$ cat config.mk
export PLATFORM = sky130hd
export DESIGN_NAME = ale_cell
export DESIGN_NICKNAME = d
export VERILOG_FILES = /design/src/rtl/ale_pkg.sv /design/src/rtl/ale_cfg_shift.sv /design/src/rtl/ale_lut_half.sv /design/src/rtl/ale_adder_pair.sv /design/src/rtl/ale_out_reg.sv /design/src/rtl/ale_cell.sv
export SDC_FILE = /design/constraint.sdc
export NUM_CORES = 1
export LEC_CHECK = 0
export BUFFER_PORTS_ARGS = -buffer_cell sky130_fd_sc_hd__buf_4
export CAP_MARGIN = 20
export CORE_MARGIN = 4
export CORE_UTILIZATION = 50
export CTS_CLUSTER_SIZE = 14
export DETAILED_ROUTE_END_ITERATION = 16
export GPL_ROUTABILITY_DRIVEN = 1
export PLACE_DENSITY_LB_ADDON = 0.25
export SETUP_SLACK_MARGIN = 0.5
export SLEW_MARGIN = 20
export SYNTH_ARGS = -nofsm -noshare
export SYNTH_HDL_FRONTEND = slang
export SYNTH_SLANG_ARGS = --single-unit
$ cat constraint.sdc
create_clock -name clk -period 6 [get_ports clk]
set_input_delay 0.9 -clock clk [delete_from_list [all_inputs] [get_ports clk]]
set_output_delay 0.9 -clock clk [all_outputs]
set_load 0.1 [all_outputs]
$ cat src/rtl/ale_pkg.sv
package ale_pkg;
  localparam int DIN_W   = 8;
  localparam int HALF_W  = 32;
  localparam int OPT_W   = 4;
  localparam int MODE_W  = 2;
  localparam int IDX5_W  = $clog2(HALF_W);
  localparam int IDX4_W  = IDX5_W - 1;
  localparam int IDX3_W  = IDX5_W - 2;
  localparam int FRAME_W = MODE_W + OPT_W + 2 * HALF_W;

  typedef enum logic [MODE_W-1:0] {
    MODE_SPLIT  = 2'b00,
    MODE_EXT7   = 2'b01,
    MODE_ARITH  = 2'b10,
    MODE_SHARED = 2'b11
  } ale_mode_e;

  // field order is the shift order: first bit shifted lands in mode[1]
  typedef struct packed {
    ale_mode_e          mode;
    logic [OPT_W-1:0]   opt;
    logic [HALF_W-1:0]  hi;
    logic [HALF_W-1:0]  lo;
  } ale_cfg_t;

  // returns {carry, sum}
  function automatic logic [1:0] full_add(input logic a, input logic b, input logic c);
    full_add = {(a & b) | (a & c) | (b & c), a ^ b ^ c};
  endfunction
endpackage

$ cat src/rtl/ale_cfg_shift.sv
module ale_cfg_shift
  import ale_pkg::*;
(
  input  logic               clk,
  input  logic               rst,
  input  logic               en,
  input  logic               din,
  output logic [FRAME_W-1:0] frame
);
  always_ff @(posedge clk) begin
    if (rst)
      frame <= '0;
    else if (en)
      frame <= {frame[FRAME_W-2:0], din};
  end
endmodule

$ cat src/rtl/ale_lut_half.sv
module ale_lut_half
  import ale_pkg::*;
(
  input  logic [HALF_W-1:0] mask,
  input  logic [IDX5_W-1:0] idx5,
  input  logic [IDX4_W-1:0] idx4,
  input  logic [IDX3_W-1:0] idx3,
  output logic              f5,
  output logic              op_a,
  output logic              op_b,
  output logic              f3
);
  assign f5   = mask[idx5];
  assign op_a = mask[{1'b0, idx4}];
  assign op_b = mask[{1'b1, idx4}];
  assign f3   = mask[{2'b00, idx3}];
endmodule

$ cat src/rtl/ale_adder_pair.sv
module ale_adder_pair
  import ale_pkg::*;
(
  input  logic a0,
  input  logic b0,
  input  logic a1,
  input  logic b1,
  input  logic cin,
  output logic s0,
  output logic s1,
  output logic c_mid,
  output logic cout
);
  logic [1:0] r0, r1;
  assign r0    = full_add(a0, b0, cin);
  assign r1    = full_add(a1, b1, r0[1]);
  assign s0    = r0[0];
  assign c_mid = r0[1];
  assign s1    = r1[0];
  assign cout  = r1[1];
endmodule

$ cat src/rtl/ale_out_reg.sv
module ale_out_reg (
  input  logic clk,
  input  logic rst,
  input  logic clr,
  input  logic use_chain,
  input  logic res,
  input  logic chain,
  output logic q
);
  always_ff @(posedge clk) begin
    if (rst || clr)
      q <= 1'b0;
    else
      q <= use_chain ? chain : res;
  end
endmodule

$ cat src/rtl/ale_cell.sv
module ale_cell
  import ale_pkg::*;
(
  input  logic             clk,
  input  logic             rst,
  input  logic             cfg_en,
  input  logic             cfg_din,
  input  logic [DIN_W-1:0] d_in,
  input  logic             carry_in,
  output logic             carry_out,
  input  logic             share_in,
  output logic             share_out,
  input  logic             chain_in,
  output logic             chain_out,
  output logic             comb0,
  output logic             comb1,
  output logic             q0,
  output logic             q1
);
  localparam int NHALF = 2;

  logic [FRAME_W-1:0] frame_w;
  ale_cfg_t           cfg;
  ale_mode_e          mode_w;
  logic [OPT_W-1:0]   sel_w;
  logic               wide_w;

  ale_cfg_shift u_cfg (.clk(clk), .rst(rst), .en(cfg_en), .din(cfg_din), .frame(frame_w));

  assign cfg    = ale_cfg_t'(frame_w);
  assign mode_w = cfg.mode;
  assign sel_w  = cfg.opt;
  assign wide_w = cfg.opt[2];

  logic [HALF_W-1:0] mask_w [NHALF];
  logic [IDX5_W-1:0] idx5_w [NHALF];
  logic [IDX4_W-1:0] idx4_w [NHALF];
  logic [NHALF-1:0]  f5, op_a, op_b, f3;

  assign mask_w[0] = cfg.lo;
  assign mask_w[1] = cfg.hi;

  genvar gi;
  generate
    for (gi = 0; gi < NHALF; gi++) begin : g_half
      if (gi == 0) begin : g_idx_lo
        assign idx5_w[gi] = d_in[4:0];
        assign idx4_w[gi] = d_in[3:0];
      end else begin : g_idx_hi
        always_comb begin
          if (mode_w == MODE_EXT7)
            idx5_w[gi] = {d_in[6], d_in[3:0]};
          else if (wide_w)
            idx5_w[gi] = d_in[4:0];
          else
            idx5_w[gi] = d_in[7:3];
        end
        assign idx4_w[gi] = d_in[7:4];
      end
      ale_lut_half u_half (
        .mask(mask_w[gi]), .idx5(idx5_w[gi]), .idx4(idx4_w[gi]), .idx3(d_in[2:0]),
        .f5(f5[gi]), .op_a(op_a[gi]), .op_b(op_b[gi]), .f3(f3[gi])
      );
    end
  endgenerate

  // adder operands: shared mode feeds the sum term and the neighbour's carry
  logic is_shared, cin_eff, add_a0, add_b0;
  logic add_s0, add_s1, add_cmid, add_cout;
  assign is_shared = (mode_w == MODE_SHARED);
  assign cin_eff   = carry_in | sel_w[3];
  assign add_a0    = is_shared ? f3[0]    : op_a[0];
  assign add_b0    = is_shared ? share_in : op_b[0];

  ale_adder_pair u_add (
    .a0(add_a0), .b0(add_b0), .a1(op_a[1]), .b1(op_b[1]), .cin(cin_eff),
    .s0(add_s0), .s1(add_s1), .c_mid(add_cmid), .cout(add_cout)
  );

  logic r0, r1, rco, rso;
  always_comb begin
    r0 = 1'b0; r1 = 1'b0; rco = 1'b0; rso = 1'b0;
    unique case (mode_w)
      MODE_SPLIT: begin
        if (wide_w) r0 = d_in[5] ? f5[1] : f5[0];
        else begin
          r0 = f5[0];
          r1 = f5[1];
        end
      end
      MODE_EXT7:  r0 = d_in[7] ? f5[1] : f5[0];
      MODE_ARITH: begin
        r0  = add_s0;
        r1  = add_s1;
        rco = add_cout;
      end
      MODE_SHARED: begin
        r0  = add_s0;
        r1  = f3[1];
        rco = add_cmid;
        rso = f3[1];
      end
      default: ;
    endcase
  end

  assign comb0     = r0  & ~cfg_en;
  assign comb1     = r1  & ~cfg_en;
  assign carry_out = rco & ~cfg_en;
  assign share_out = rso & ~cfg_en;

  logic [NHALF-1:0] q_w, res_w, chn_w;
  assign res_w = {comb1, comb0};
  assign chn_w = {q_w[0], chain_in};

  generate
    for (gi = 0; gi < NHALF; gi++) begin : g_reg
      ale_out_reg u_reg (
        .clk(clk), .rst(rst), .clr(cfg_en), .use_chain(sel_w[gi]),
        .res(res_w[gi]), .chain(chn_w[gi]), .q(q_w[gi])
      );
    end
  endgenerate

  assign q0        = q_w[0];
  assign q1        = q_w[1];
  assign chain_out = q_w[1];
endmodule

==> impl_metrics.ini <==
[run_status]
status = finished clean

[global_route]
grt_pass1_wl_um = 13800
grt_pass1_vias = 2738
grt_antenna_before_repair = 0
grt_max_degree = 72
grt_use_total_pct = 17.6
grt-ovfl-total = 0

[critical_path]
crit_family = adder cells
rr_startpoint = u_cfg.frame[19]
crit_chain = buf_4 > mux4_2 > nor2b_1 > a211oi_1 > a21oi_1 > mux2_2 > fa_1 > fa_1 > or2_2 > o211a_1 > a31oi_1 > nor2_2 > buf_4
end_kind = output port
path_max_fanout = 27
worstPathArrival_ps = 4190
start_kind = input port
path_buf_inv = 2
slowest_stage = fa_1
max_stage_delay_ps = 440
r2r_end = g_reg[1].u_reg.q
reg2reg_slack_ps = 2710
crit_start = d_in[1]
path_depth = 13
r2r_cells = 11
crit_type = in2out
setup.worst_path.end = comb1
required_ps = 5100

[logic_synthesis]
yosysSeqAreaShare_pct = 36.3
yosys-mux-area-fraction_pct = 36.2
synth_common_cells = mux2i_1, nor2_1, dfxtp_1, mux4_2, clkbuf_1
synth.most_common_cell = mux2i_1
synth-seq-cells = 72
avgSynthCellArea_um2 = 9.95
synth-warning-count = 0
syn_area_mm2 = 0.00397
yosysTopAreaCellShare_pct = 36.3
synth_adder_area_share_pct = 1.01
synth_top_family_by_area = multiplexers
synthXorXnorAreaFrac_pct = 0
ys_types = 41
ys.flop_type = dfxtp_1
synth_top_cell_by_area = dfxtp_1
synth-async-reset-ratio_pct = 0
synth_simple_gate_area_share_pct = 13.8
synth.net_count = 416
synth-compound-area-share_pct = 8.67
yosys-top-cells-area = dfxtp_1, mux2i_1, mux4_2, nor2_1, a21oi_1
netlist_instances = 399
synth-edff-count = 0

[floorplanning]
dieWidth_um = 97.1
die_y_um = 97.1
start_util_pct = 51.4
core_mm2 = 0.00773
rows = 32
pin_count = 22
dieArea_mm2 = 0.00943

[route]
viasPerCell = 5.88
firstDrtPassIters = 4
drc = 0
routedWlPerCell_um = 15.9
drt_iter0_drc = 119
dr_total_vias = 2980
ant_nets = 0
routed_wl_um = 8050

[placement]
dp_cells = 491
post-dp-hpwl_um = 5520
io_buffers = 21
gp_congestion = 0.911

[clocking]
clkLatencyLatePin_ps = 360
hold_buffers = 0
h-tree-depth = 3
numCtsBuffers = 9
root_buffer = clkbuf_8
post-cts-setup-buffer-count = 0
clockBufferDepth = 2
clk_pin_slew_ps = 70
cts_resized = 0
cts_tree = yes
clkSinkCount = 72

[cells_and_area]
n_antenna_cell = 0
area_growth_pct = 9.55
finalNonFillerCells = 507
final_layout_size_suffix_gt1_share_pct = 17.8
layout.nets = 417

[power_and_ir_drop]
finalPower_mw = 1.01
powerDensity_mw_per_mm2 = 233
peakVddDrop_mv = 0.129
p_leak_nw = 1.81

[hold_path]
min_path_type = reg2reg
min_from = u_cfg.frame[65]

[sta]
max_freq_ghz = 0.196
fin_crit_ps = 5090
finClkSkew_ps = 14.8
period_share_pct = 84.9
tightest_slew_ps = 830
hold_violations = 0
rsz0062_at_grt = no
drv_slew = 0
setup_viol = 0
setup_tns_ps = 0
maxSlewHeadroom_pct = 44.7

[job]
max_cap_viol_count = 0
[cells in the final DEF, fill, tap and decap left out, types with 3 or more instances in the layout]
cell type / instances
nand3_1: 3
or2_2: 3
a21oi_1: 16
nor2b_1: 10
nor2_1: 73
inv_6: 3
clkbuf_8: 9
mux2i_1: 92
a31oi_1: 3
o21ai_0: 7
inv_1: 5
a211oi_1: 10
dfxtp_1: 72
mux4_2: 22
buf_4: 22
nand2_1: 16
a221oi_1: 3
[worst min-delay path, stage by stage, from the launching register on]
cell	delay (ps)
dfxtp_1	330
inv_1	70
a21oi_1	60
[logic make-up after synthesis]
kind of cell               count (synthesis)
AOI/OAI and AO/OA                         50
adders and majority gates                  2
buffers and inverters                     37
DFF                                       72
muxes                                    116
and+or+nand+nor                          122
[how the worst min path moves through the flow]
| stage | end | cells past startpoint | slack, ps |
|---|---|---|---|
| finish | g_reg[1].u_reg.q | 2 | 500 |
| CTS | g_reg[1].u_reg.q | 2 | 500 |
| global placement | u_cfg.frame[67] | 2 | 500 |
| global route | g_reg[1].u_reg.q | 2 | 510 |
| detailed placement | g_reg[1].u_reg.q | 2 | 480 |
| floorplan | g_reg[1].u_reg.q | 2 | 450 |
[power by group]
group	leakage (nW)	total, mW	internal (mW)	switching [mW]
logic	1.11	0.0948	0.0354	0.0595
registers	0.580	0.480	0.479	0.000976
clock network	0.115	0.440	0.239	0.202
total	1.81	1.01	0.753	0.262
[flip-flops by register name (all words and copies together), names as in the netlist]
signal       flops
u_cfg.frame     70
g.u_reg.q        2
[metal layers]
metal	GRT usage, %	part of all wire [%]	vias up
li1	-	-	1439
met1	25.1	49	1455
met2	25.8	44	71
met3	5.17	5.6	15
met4	5.51	1.7	0
met5	0	0	-
[through the flow]
stage / hold WS [ps] / area, um2 / setup WS [ps] / utilization [%]
after detailed placement: 482 / 4130 / 865 / 53.4
after global placement: 495 / 4130 / 977 / 53.4
after floorplan: 450 / 3970 / 742 / -
after global routing: 513 / 4350 / 734 / 56.3
final: 504 / 4350 / 907 / 56.3
after CTS: 496 / 4350 / 874 / 56.3
[final cells by class]
| class | count | area (um2) |
|---|---|---|
| clock inverter | 7 | 100 |
| clock buffer | 9 | 124 |
| tap | 102 | 128 |
| sequential | 72 | 1440 |
| multi-input combinational | 290 | 2370 |
| inverter | 5 | 18.8 |
| timing repair buffer | 22 | 165 |
| fill | 684 | 3380 |
Power figures use the tool's default switching activity.
